## src/rtl/amss_pkg.sv

```systemverilog
package amss_pkg;
  typedef enum logic [2:0] {
    PH_IDLE   = 3'd0,
    PH_SETUP  = 3'd1,
    PH_STROBE = 3'd2,
    PH_HOLD   = 3'd3,
    PH_TURN   = 3'd4
  } phase_e;
endpackage

```

## src/rtl/amss_phase_timer.sv

```systemverilog
module amss_phase_timer #(
  parameter int CW = 4
) (
  input  logic          clk,
  input  logic          rst_n,
  input  logic          load,
  input  logic [CW-1:0] load_val,
  output logic          cnt_zero
);
  logic [CW-1:0] cnt_q, cnt_d;
  logic          cnt_en;

  always_comb begin
    cnt_en = load || (cnt_q != '0);
    cnt_d  = load ? load_val : cnt_q - 1'b1;
  end

  always_ff @(posedge clk or negedge rst_n) begin
    if (!rst_n)      cnt_q <= '0;
    else if (cnt_en) cnt_q <= cnt_d;
  end

  assign cnt_zero = (cnt_q == '0);
endmodule

```

## src/rtl/amss_seq_ctl.sv

```systemverilog
module amss_seq_ctl
  import amss_pkg::*;
#(
  parameter int TW  = 4,
  parameter int TAW = 2,
  parameter int CW  = 4
) (
  input  logic           clk,
  input  logic           rst_n,
  input  logic           start,
  input  logic           start_wr,
  input  logic           cnt_zero,
  input  logic [TW-1:0]  rd_setup,
  input  logic [TW-1:0]  rd_strobe,
  input  logic [TW-1:0]  rd_hold,
  input  logic [TW-1:0]  wr_setup,
  input  logic [TW-1:0]  wr_strobe,
  input  logic [TW-1:0]  wr_hold,
  input  logic [TAW-1:0] turn,
  output phase_e         phase,
  output logic           is_wr,
  output logic           load,
  output logic [CW-1:0]  load_val
);
  phase_e phase_q, phase_d;
  logic   wr_q, wr_d;

  always_comb begin
    phase_d  = phase_q;
    wr_d     = wr_q;
    load     = 1'b0;
    load_val = '0;
    unique case (phase_q)
      PH_IDLE: if (start) begin
        phase_d  = PH_SETUP;
        wr_d     = start_wr;
        load     = 1'b1;
        load_val = start_wr ? CW'(wr_setup) : CW'(rd_setup);
      end
      PH_SETUP: if (cnt_zero) begin
        phase_d  = PH_STROBE;
        load     = 1'b1;
        load_val = wr_q ? CW'(wr_strobe) : CW'(rd_strobe);
      end
      PH_STROBE: if (cnt_zero) begin
        phase_d  = PH_HOLD;
        load     = 1'b1;
        load_val = wr_q ? CW'(wr_hold) : CW'(rd_hold);
      end
      PH_HOLD: if (cnt_zero) begin
        if (wr_q) begin
          phase_d = PH_IDLE;
        end else begin
          phase_d  = PH_TURN;
          load     = 1'b1;
          load_val = CW'(turn);
        end
      end
      PH_TURN: if (cnt_zero) phase_d = PH_IDLE;
      default: phase_d = PH_IDLE;
    endcase
  end

  always_ff @(posedge clk or negedge rst_n) begin
    if (!rst_n) begin
      phase_q <= PH_IDLE;
      wr_q    <= 1'b0;
    end else begin
      phase_q <= phase_d;
      wr_q    <= wr_d;
    end
  end

  assign phase = phase_q;
  assign is_wr = wr_q;
endmodule

```

## src/rtl/amss_pin_ctl.sv

```systemverilog
module amss_pin_ctl
  import amss_pkg::*;
#(
  parameter int ADDR_W  = 16,
  parameter int DATA_W  = 8,
  parameter int CLE_BIT = 2,
  parameter int ALE_BIT = 1
) (
  input  logic              clk,
  input  logic              rst_n,
  input  logic              start,
  input  logic [ADDR_W-1:0] start_addr,
  input  logic [DATA_W-1:0] start_wdata,
  input  logic              nand_en,
  input  phase_e            phase,
  input  logic              is_wr,
  input  logic              capture,
  input  logic [DATA_W-1:0] dq_in,
  output logic              cs_n,
  output logic              oe_n,
  output logic              we_n,
  output logic              cle,
  output logic              ale,
  output logic [ADDR_W-1:0] addr,
  output logic [DATA_W-1:0] dq_out,
  output logic              dq_oe,
  output logic              rsp_valid,
  output logic [DATA_W-1:0] rsp_rdata
);
  logic [ADDR_W-1:0] addr_q;
  logic [DATA_W-1:0] wdata_q, rdata_q;
  logic              cle_q, ale_q, rsp_q;
  logic              active;

  always_ff @(posedge clk or negedge rst_n) begin
    if (!rst_n) begin
      addr_q  <= '0;
      wdata_q <= '0;
      cle_q   <= 1'b0;
      ale_q   <= 1'b0;
    end else if (start) begin
      addr_q  <= start_addr;
      wdata_q <= start_wdata;
      cle_q   <= nand_en & start_addr[CLE_BIT];
      ale_q   <= nand_en & start_addr[ALE_BIT];
    end
  end

  always_ff @(posedge clk or negedge rst_n) begin
    if (!rst_n)       rdata_q <= '0;
    else if (capture) rdata_q <= dq_in;
  end

  always_ff @(posedge clk or negedge rst_n) begin
    if (!rst_n) rsp_q <= 1'b0;
    else        rsp_q <= capture;
  end

  always_comb begin
    active = (phase == PH_SETUP) || (phase == PH_STROBE) || (phase == PH_HOLD);
    cs_n   = !active;
    oe_n   = !((phase == PH_STROBE) && !is_wr);
    we_n   = !((phase == PH_STROBE) && is_wr);
    dq_oe  = active && is_wr;
    cle    = active && cle_q;
    ale    = active && ale_q;
  end

  assign addr      = addr_q;
  assign dq_out    = wdata_q;
  assign rsp_valid = rsp_q;
  assign rsp_rdata = rdata_q;
endmodule

```

## src/rtl/amss_seq.sv

```systemverilog
module amss_seq
  import amss_pkg::*;
#(
  parameter int ADDR_W  = 16,
  parameter int DATA_W  = 8,
  parameter int TW      = 4,
  parameter int TAW     = 2,
  parameter int CLE_BIT = 2,
  parameter int ALE_BIT = 1
) (
  input  logic              clk,
  input  logic              rst_n,
  input  logic              req_valid,
  output logic              req_ready,
  input  logic              req_write,
  input  logic [ADDR_W-1:0] req_addr,
  input  logic [DATA_W-1:0] req_wdata,
  output logic              rsp_valid,
  output logic [DATA_W-1:0] rsp_rdata,
  input  logic [TW-1:0]     cfg_rd_setup,
  input  logic [TW-1:0]     cfg_rd_strobe,
  input  logic [TW-1:0]     cfg_rd_hold,
  input  logic [TW-1:0]     cfg_wr_setup,
  input  logic [TW-1:0]     cfg_wr_strobe,
  input  logic [TW-1:0]     cfg_wr_hold,
  input  logic [TAW-1:0]    cfg_turn,
  input  logic              cfg_nand,
  output logic              mem_cs_n,
  output logic              mem_oe_n,
  output logic              mem_we_n,
  output logic              mem_cle,
  output logic              mem_ale,
  output logic [ADDR_W-1:0] mem_addr,
  output logic [DATA_W-1:0] mem_dq_out,
  output logic              mem_dq_oe,
  input  logic [DATA_W-1:0] mem_dq_in
);
  localparam int CW = (TW > TAW) ? TW : TAW;

  phase_e        phase;
  logic          is_wr, load, cnt_zero, start, capture;
  logic [CW-1:0] load_val;

  assign req_ready = (phase == PH_IDLE);
  assign start     = req_valid && req_ready;
  assign capture   = (phase == PH_STROBE) && cnt_zero && !is_wr;

  amss_phase_timer #(.CW(CW)) u_timer (
    .clk(clk), .rst_n(rst_n), .load(load), .load_val(load_val), .cnt_zero(cnt_zero)
  );

  amss_seq_ctl #(.TW(TW), .TAW(TAW), .CW(CW)) u_ctl (
    .clk(clk), .rst_n(rst_n), .start(start), .start_wr(req_write), .cnt_zero(cnt_zero),
    .rd_setup(cfg_rd_setup), .rd_strobe(cfg_rd_strobe), .rd_hold(cfg_rd_hold),
    .wr_setup(cfg_wr_setup), .wr_strobe(cfg_wr_strobe), .wr_hold(cfg_wr_hold),
    .turn(cfg_turn), .phase(phase), .is_wr(is_wr), .load(load), .load_val(load_val)
  );

  amss_pin_ctl #(.ADDR_W(ADDR_W), .DATA_W(DATA_W), .CLE_BIT(CLE_BIT), .ALE_BIT(ALE_BIT)) u_pins (
    .clk(clk), .rst_n(rst_n), .start(start), .start_addr(req_addr), .start_wdata(req_wdata),
    .nand_en(cfg_nand), .phase(phase), .is_wr(is_wr), .capture(capture), .dq_in(mem_dq_in),
    .cs_n(mem_cs_n), .oe_n(mem_oe_n), .we_n(mem_we_n), .cle(mem_cle), .ale(mem_ale),
    .addr(mem_addr), .dq_out(mem_dq_out), .dq_oe(mem_dq_oe),
    .rsp_valid(rsp_valid), .rsp_rdata(rsp_rdata)
  );
endmodule

```

## config.mk

```make
export PLATFORM = sky130hd
export DESIGN_NAME = amss_seq
export DESIGN_NICKNAME = d
export VERILOG_FILES = /design/src/rtl/amss_pkg.sv /design/src/rtl/amss_phase_timer.sv /design/src/rtl/amss_seq_ctl.sv /design/src/rtl/amss_pin_ctl.sv /design/src/rtl/amss_seq.sv
export SDC_FILE = /design/constraint.sdc
export NUM_CORES = 1
export LEC_CHECK = 0
export ABC_AREA = 1
export BUFFER_PORTS_ARGS = -buffer_cell sky130_fd_sc_hd__buf_4
export CAP_MARGIN = 20
export CORE_MARGIN = 2
export CORE_UTILIZATION = 45
export CTS_CLUSTER_DIAMETER = 120
export CTS_CLUSTER_SIZE = 16
export DETAILED_ROUTE_END_ITERATION = 12
export HOLD_SLACK_MARGIN = 0.06
export PLACE_DENSITY = 0.76
export SLEW_MARGIN = 20
export SYNTH_ARGS = -nofsm -noshare
export SYNTH_HDL_FRONTEND = slang
export SYNTH_HIERARCHICAL = 1
export SYNTH_SLANG_ARGS = --single-unit
```

## constraint.sdc

```tcl
create_clock -name clk -period 2.11 [get_ports clk]
set_clock_uncertainty 0.2 [all_clocks]
set_input_delay 0.422 -clock clk [delete_from_list [all_inputs] [get_ports clk]]
set_output_delay 0.422 -clock clk [all_outputs]
set_load 0.1 [all_outputs]
```

Yosys cells after proc, flatten, opt, wreduce, memory -nomap -nowiden
Index checks and enable logic that the tools add are counted.

word-level totals
  register bits after elaboration = 43
  bits of input ports = 63
  output and inout bits = 40
  word-level logic and storage cells = 64

operators by class
  $add $sub $neg = 1
  eq/ne operators = 9
  muxes and demuxes = 22
  bitwise logic cells = 2
  reductions and logical operators = 21

operators by type and width
  cell                                                                      number
  4-bit 2-to-1 mux                                                          8
  3-bit 2-to-1 mux                                                          6
  4-bit one-hot mux with 4 select lines                                     1
  3-bit one-hot mux with 5 select lines                                     1
  1-bit logical AND                                                         8
  2-bit inequality test (second input constant)                             4
  3-bit by 2-bit == test with 1-bit output (second input constant)          2
  5-bit AND reduction                                                       1
  1-bit zero test                                                           4
  4-bit zero test                                                           1
  1-bit 2-to-1 mux                                                          4
  4-bit nonzero test                                                        1
  4-bit by 1-bit subtractor with 4-bit output (second input constant)       1
  3-bit by 1-bit == test with 1-bit output (second input constant)          1
  3-bit == test (second input constant)                                     1
  3-bit zero test                                                           1
  1-bit logical OR                                                          3
  1-bit one-hot mux with 3 select lines                                     1
  1-bit bitwise AND                                                         2
  2-bit 2-to-1 mux                                                          1
  2-bit by 1-bit inequality test with 1-bit output (second input constant)  1
  2-bit AND reduction                                                       1
  2-bit OR reduction                                                        1

Logic depth before layout (Yosys ltp)
Gate-level depths: netlist (run 1).

  depth after elaboration = 5
  gate-level depth with buffers = 13
  mapped depth without buffers = 12

Cells and area by module
Netlist (run 1), hierarchy kept.

by module, submodules not included
  module            times used  cells an instance  area each (um^2)  sequential area each (um^2)
  amss_pin_ctl      1           154                1,576.5           875.8
  amss_seq_ctl      1           113                561.8             100.1
  amss_phase_timer  1           37                 255.2             100.1
  amss_seq          1           11                 45.0              0.0

Worst setup path before layout (run 1)
OpenSTA, ideal clock, no wires.

  path kind = register to output
  start = register u_ctl.phase_q[0], in the netlist u_ctl/phase[0]
  end = output mem_ale
  arrival time = 2.637 ns
  slack = -1.149 ns
  stages on the path, launching flop included = 3
  path buffers = 0
  cells stage by stage = dfrtp_1 > nor2_1 > nor3_1

between the ends
  longest elaborated chain between the ends = 4

ends and longest elaborated chain
  what                                                                                                  RTL line            source
  start: declaration                                                                                    amss_seq_ctl.sv:25  phase_e phase_q, phase_d;
  start signal: assignment                                                                              amss_seq_ctl.sv:69  phase_q <= phase_d;
  3-bit by 1-bit == test with 1-bit output or 3-bit by 2-bit == test with 1-bit output (tied branches)  amss_pin_ctl.sv:60  active = (phase == PH_SETUP) || (phase == PH_STROBE) || (phase == PH_HOLD);
  1-bit logical OR                                                                                      amss_pin_ctl.sv:60
  1-bit logical OR (*)                                                                                  amss_pin_ctl.sv:60
  1-bit logical AND (*)                                                                                 amss_pin_ctl.sv:66  ale = active && ale_q;
  end: declaration                                                                                      amss_seq.sv:32      output logic mem_ale,

Every way passes the cells marked *; elsewhere a longest branch is shown, timed or not.

Worst setup path after layout (run 1)
  start = register u_timer.cnt_q[0]
  end = register u_timer.cnt_q[1]

between the ends
  longest elaborated chain between the ends = 4

ends and longest elaborated chain
  what                                                  RTL line                                                    source
  start: declaration                                    amss_phase_timer.sv:10                                      logic [CW-1:0] cnt_q, cnt_d;
  start signal: assignment                              amss_phase_timer.sv:20                                      else if (cnt_en) cnt_q <= cnt_d;
  4-bit zero test (*)                                   amss_phase_timer.sv:23                                      assign cnt_zero = (cnt_q == '0);
  named net cnt_zero                                    amss_seq.sv:41                                              logic is_wr, load, cnt_zero, start, capture;
  1-bit 2-to-1 mux (on tied branches)                   amss_seq_ctl.sv:50, amss_seq_ctl.sv:40, amss_seq_ctl.sv:45
  1-bit one-hot mux with 3 select lines (*)             amss_seq_ctl.sv:33                                          unique case (phase_q)
  named net load                                        amss_seq.sv:41
  4-bit 2-to-1 mux or 1-bit logical OR (tied branches)  amss_phase_timer.sv:15, amss_phase_timer.sv:14

Mark *: on every way through the listed nets, which the timed path passes. The rest lies on a longest branch.
A chain may end at the register's enable or synchronous reset.

==> flow_metrics.env, run 1 <==
export IMPL_syn_avg_cell_area_um2=7.742
export IMPL_yosysTopAreaCell="dfrtp_1"
export IMPL_first_global_vias=2174
export IMPL_arrival_ps=1940
export IMPL_met3_usage_pct=4.419
export IMPL_cp_max_fo=8
export IMPL_die_area_um2=6024
export IMPL_drc_errors=0
export IMPL_nNetsFinal=486
export IMPL_dr_pass1_iters=6
export IMPL_hold_violations=0
export IMPL_postSynthCellCount=315
export IMPL_gp_congestion=0.8236
export IMPL_setup_violations=0
export IMPL_cts_tree="yes"
export IMPL_rows=26
export IMPL_chipWidth_um=77.62
export IMPL_slowest_delay_ps=370
export IMPL_yosys_warnings=6
export IMPL_synth_distinct_cells=23
export IMPL_drv_cap=0
export IMPL_clock_latency_ps=290
export IMPL_die_h_um=77.62
export IMPL_antenna_cells=0
export IMPL_yosysTopAreaCellShare_pct=44.13
export IMPL_use_met2_pct=31.98
export IMPL_wl_per_cell_um=10.57
export IMPL_cts_sinks=43
export IMPL_synthesis_area_um2=2439
export IMPL_antenna_found_initial=0
export IMPL_core_um2=5172
export IMPL_critPathSlowestCell="dfrtp_1"
export IMPL_drt_total_wl_um=5213
export IMPL_grtUsageMet1_pct=22.91
export IMPL_fin_crit_ps=1961
export IMPL_end_kind="register"
export IMPL_clk_pin_slew_ps=80
export IMPL_relSlewSlack_pct=64.29
export IMPL_drtAntennaViolNets=0
export IMPL_dpl_hpwl_um=4066
export IMPL_place_area_um2=3247
export IMPL_postCtsSetupBuffers=0
export IMPL_start_util_pct=47.15
export IMPL_syn_nets=379
export IMPL_areaGrowthSynthToFinish_pct=37.81
export IMPL_drive_above_1_share_pct=39.48
export IMPL_final_util_pct=64.97
export IMPL_drv_slew=0
export IMPL_synth_seq_area_share_pct=44.13
export IMPL_final_area_um2=3361
export IMPL_htreeDepth=2
export IMPL_hold_class="in2reg"
export IMPL_period_share_pct=92.92
export IMPL_fmax_ghz=0.5100
export IMPL_grt_max_degree=54
export IMPL_startpoint_type="register"
export IMPL_dr_total_vias=2245
export IMPL_crit_top_cell="nand2_1"
export IMPL_cts_buffers=5
export IMPL_viasPerCell=4.554
export IMPL_place_ws_ps=43.48
export IMPL_track_usage_pct=18.42
export IMPL_ios=103
export IMPL_worst_pin_slew_ps=535.7
export IMPL_overflow=0
export IMPL_crit_path_cell_trace="inv_1, ha_1, nand2_2, clkinvlp_4, nand4_1, nand3_2, nor2_4, inv_2, nand2_1, nand2_1"
export IMPL_drt_iter0_markers=91
export IMPL_grt_busiest_layer="met2"
export IMPL_io_buffer_count=102
export IMPL_cts_root_buf="clkbuf_8"
export IMPL_cts_buffer_depth=2
export IMPL_worstSetupPathType="reg2reg"
export IMPL_critPathRequiredTime_ps=2090
export IMPL_setup_tns_final_ps=0
export IMPL_synth_area_leaders="dfrtp_1 (44%), nand2_1 (13%), inv_1 (10%)"
export IMPL_status="completed"
export IMPL_setup_slack_ps=149.3
export IMPL_synth_seq_cells=43
export IMPL_grt_pass1_wl_um=9128
==> what timing repair did <==
item / in CTS / in global routing
hold buffers: 1 / 0
hold endpoints to repair: 43 / 0
resized for setup: 0 / 4
setup endpoints to repair: 0 / 7
==> per-layer routing <==
| layer | vias up | wire (um) |
|---|---|---|
| met5 | - | 0 |
| li1 | 1178 | - |
| met4 | 0 | 32 |
| met2 | 90 | 2476 |
| met1 | 974 | 2369 |
| met3 | 3 | 334 |
==> final timing paths <==
path / end / depth (start not counted) / slack [ps] / start
max: u_timer/cnt_q[1]$_DFFE_PN0P_ / 10 / 150 / u_timer/cnt_q[0]$_DFFE_PN0P_
min: u_pins/addr[12]$_DFFE_PN0P_ / 3 / 130 / req_addr[12]
max reg2reg: u_timer/cnt_q[1]$_DFFE_PN0P_ / 10 / 150 / u_timer/cnt_q[0]$_DFFE_PN0P_
min reg2reg: u_timer/cnt_q[0]$_DFFE_PN0P_ / 2 / 310 / u_timer/cnt_q[0]$_DFFE_PN0P_
max in group asynchronous: u_timer/cnt_q[2]$_DFFE_PN0P_ / 2 / 880 / rst_n
min in group asynchronous: u_pins/addr[13]$_DFFE_PN0P_ / 2 / 460 / rst_n
==> registers in the layout (all words and copies together), names as in the netlist <==
signal            count
u_pins/dq_out         8
u_pins/cle_q          1
u_timer/cnt_q         4
u_pins/addr          16
u_pins/rsp_rdata      8
u_pins/ale_q          1
u_ctl/phase           3
u_ctl/is_wr           1
u_pins/rsp_valid      1
==> cell usage after synthesis <==
cell type  number
dfrtp_1        43
nand2_1        82
nand3_1        14
xnor2_1         1
o21ai_1         4
nand4_1         5
nor2_1         28
nor2_4          2
nand2_2         7
nor3_1          3
inv_1          67
inv_2           4
buf_8           1
o21ai_0        12
buf_4           1
o21ai_2        27
nor2_2          3
nand3_2         1
buf_2           2
buf_12          3
ha_1            1
nand3b_1        1
buf_6           3
==> per-stage QoR <==
step,std cells,hold slack [ps]
after CTS,492,119.7
after floorplan,315,-73.59
after global routing,493,120.3
after detailed placement,483,243.2
final,493,131.0
after global placement,483,245.7
==> critical path: cells and delay by family, from the launching register on <==
| family | cells | cell delay [ps] |
|---|---|---|
| AND/OR/NAND/NOR | 6 | 780 |
| buffers and inverters | 3 | 280 |
| adder cells (fa/ha/maj) | 1 | 240 |
| flip-flops | 1 | 370 |
==> placed cells by master, fill, tap and decap left out <==
master	synthesis	routed
buf_12	3	1
buf_4	1	107
clkbuf_1	0	1
clkbuf_8	0	5
clkinv_2	0	1
clkinvlp_4	0	3
dfrtp_1	43	43
dlygate4sd3_1	0	1
ha_1	1	1
inv_1	67	66
inv_2	4	4
nand2_1	82	82
nand2_2	7	7
nand3_1	14	13
nand3_2	1	2
nand3b_1	1	1
nand4_1	5	5
nor2_1	28	27
nor2_2	3	3
nor2_4	2	3
nor3_2	0	3
o21ai_0	12	11
o21ai_1	4	4
o21ai_2	27	28
xnor2_1	1	1
==> area by class of cell <==
type | instances | area, um^2
clock buffer | 6 | 72.57
clock inverter | 2 | 12.51
fill | 462 | 1812
inverter | 71 | 270.3
multi-input combinational | 191 | 1001
sequential | 43 | 1076
tap | 70 | 87.58
timing repair buffer | 109 | 833.3
timing repair inverter | 1 | 7.507
==> logic make-up (layout without fill, tap and decap cells) <==
logic type	Yosys count	count (layout)	synth area share [%]
buf+inv	81	189	16.11
compound gates	43	43	12.98
fa+ha+maj	1	1	0.5130
simple gates	146	146	25.91
flops	43	43	44.13
xor+xnor	1	1	0.3592
Power of run 1 is left out: the tool's default activity adds up to more than one toggle a clock period on the data nets, which glitch-free logic cannot reach.
==> inputs of run 2 (changes only) <==
--- a/config.mk
+++ b/config.mk
@@ -14,9 +14,10 @@
 export CTS_CLUSTER_SIZE = 16
 export DETAILED_ROUTE_END_ITERATION = 12
 export HOLD_SLACK_MARGIN = 0.06
-export PLACE_DENSITY = 0.76
+export PLACE_DENSITY = 0.82
 export SLEW_MARGIN = 20
 export SYNTH_ARGS = -nofsm -noshare
 export SYNTH_HDL_FRONTEND = slang
 export SYNTH_HIERARCHICAL = 1
 export SYNTH_SLANG_ARGS = --single-unit
+export TNS_END_PERCENT = 10
==> flow_metrics.env, run 2 (synthesized netlist as in run 1, its figures left out) <==
export IMPL_status="completed"
export IMPL_clk_pin_slew_ps=80
export IMPL_start_util_pct=47.15
export IMPL_die_area_um2=6024
export IMPL_drv_slew=0
export IMPL_wl_met3_um=362
export IMPL_dr_pass1_iters=4
export IMPL_drtAntennaViolNets=0
export IMPL_track_usage_pct=18.09
export IMPL_relSlewSlack_pct=64.97
export IMPL_routed_wl_met2_um=2626
export IMPL_cts_buffer_depth=2
export IMPL_htreeDepth=2
export IMPL_cts_tree="yes"
export IMPL_mostFrequentLayoutCells="buf_4 (111), nand2_1 (82), inv_1 (66)"
export IMPL_nNetsFinal=490
export IMPL_hold_class="in2reg"
export IMPL_drive_above_1_share_pct=40.05
export IMPL_rows=26
export IMPL_worst_pin_slew_ps=525.5
export IMPL_cp_max_fo=7
export IMPL_first_global_vias=2112
export IMPL_dpl_hpwl_um=4116
export IMPL_antenna_cells=0
export IMPL_ios=103
export IMPL_io_buffer_count=102
export IMPL_core_um2=5172
export IMPL_drt_iter0_markers=73
export IMPL_cts_sinks=43
export IMPL_whs_ps=127.6
export IMPL_gp_congestion=0.8154
export IMPL_hold_violations=0
export IMPL_dr_total_vias=2258
export IMPL_arrival_ps=1360
export IMPL_setup_violations=0
export IMPL_rsz0062_at_grt="false"
export IMPL_grt_max_degree=54
export IMPL_overflow=0
export IMPL_areaGrowthSynthToFinish_pct=39.61
export IMPL_grt_pass1_wl_um=8866
export IMPL_clock_latency_ps=290
export IMPL_critPathRequiredTime_ps=1490
export IMPL_wl_per_cell_um=10.86
export IMPL_cts_root_buf="clkbuf_8"
export IMPL_period_share_pct=93.94
export IMPL_antenna_found_initial=0
export IMPL_worstSetupPathType="reg2out"
export IMPL_fmax_ghz=0.5045
export IMPL_highest_layer="met4"
export IMPL_end_kind="output port"
export IMPL_drt_total_wl_um=5397
export IMPL_final_common_cell="buf_4"
export IMPL_fin_crit_ps=1982
export IMPL_wl_met1_um=2305
export IMPL_drc_errors=0
export IMPL_cts_buffers=5
export IMPL_drv_cap=0
export IMPL_viasPerCell=4.543
export IMPL_startpoint_type="register"
export IMPL_die_h_um=77.62
export IMPL_largest_reg_flops=16
export IMPL_chipWidth_um=77.62
export IMPL_final_util_pct=65.82
-- run 2: per-layer routing --
| layer | track usage, % | vias to the layer above |
|---|---|---|
| met5 | 0 | - |
| met4 | 7.679 | 0 |
| met3 | 4.070 | 11 |
| met2 | 31.55 | 86 |
| met1 | 21.31 | 989 |
| li1 | - | 1172 |
-- run 2: layout make-up --
class | count | area [um^2]
clock inverter | 1 | 7.507
inverter | 71 | 270.3
timing repair buffer | 114 | 868.3
multi-input combinational | 191 | 998.5
fill | 443 | 1768
sequential | 43 | 1076
clock buffer | 7 | 96.34
tap | 70 | 87.58
-- run 2: stage by stage --
| stage | setup slack, ps | setup TNS, ps | area [um^2] | cells |
|---|---|---|---|---|
| floorplan | -343.4 | -1131 | 2457 | 315 |
| global placement | 150.4 | 0 | 3247 | 483 |
| detailed placement | 39.22 | 0 | 3247 | 483 |
| CTS | 33.66 | 0 | 3361 | 492 |
| global route | 7.860 | 0 | 3405 | 497 |
| finish | 127.9 | 0 | 3405 | 497 |
-- run 2: final timing paths --
check / cells past startpoint / start / to / slack [ps]
worst max-delay path: 3 / u_ctl/phase[1]$_DFFE_PN0P_ / mem_dq_oe / 130
worst min-delay path: 3 / req_wdata[5] / u_pins/dq_out[5]$_DFFE_PN0P_ / 130
worst max register to register: 13 / u_timer/cnt_q[0]$_DFFE_PN0P_ / u_timer/cnt_q[0]$_DFFE_PN0P_ / 200
worst min register to register: 2 / u_timer/cnt_q[1]$_DFFE_PN0P_ / u_timer/cnt_q[1]$_DFFE_PN0P_ / 310
max in group asynchronous: 2 / rst_n / u_pins/dq_out[0]$_DFFE_PN0P_ / 900
min in group asynchronous: 2 / rst_n / u_pins/addr[12]$_DFFE_PN0P_ / 450
-- run 2: worst max-delay path, stage by stage, from the launching register on --
cell	delay, ps
dfrtp_1	470
nor2_1	300
nor3_2	60
buf_4	240
-- run 2: timing repair --
| action | in CTS | in global routing |
|---|---|---|
| setup endpoints to repair | 0 | 4 |
| hold buffers | 1 | 0 |
| setup buffers | 0 | 5 |
| resized for setup | 0 | 2 |
| endpoints found under the hold margin | 43 | 0 |
Power of run 2 is left out for the same reason.
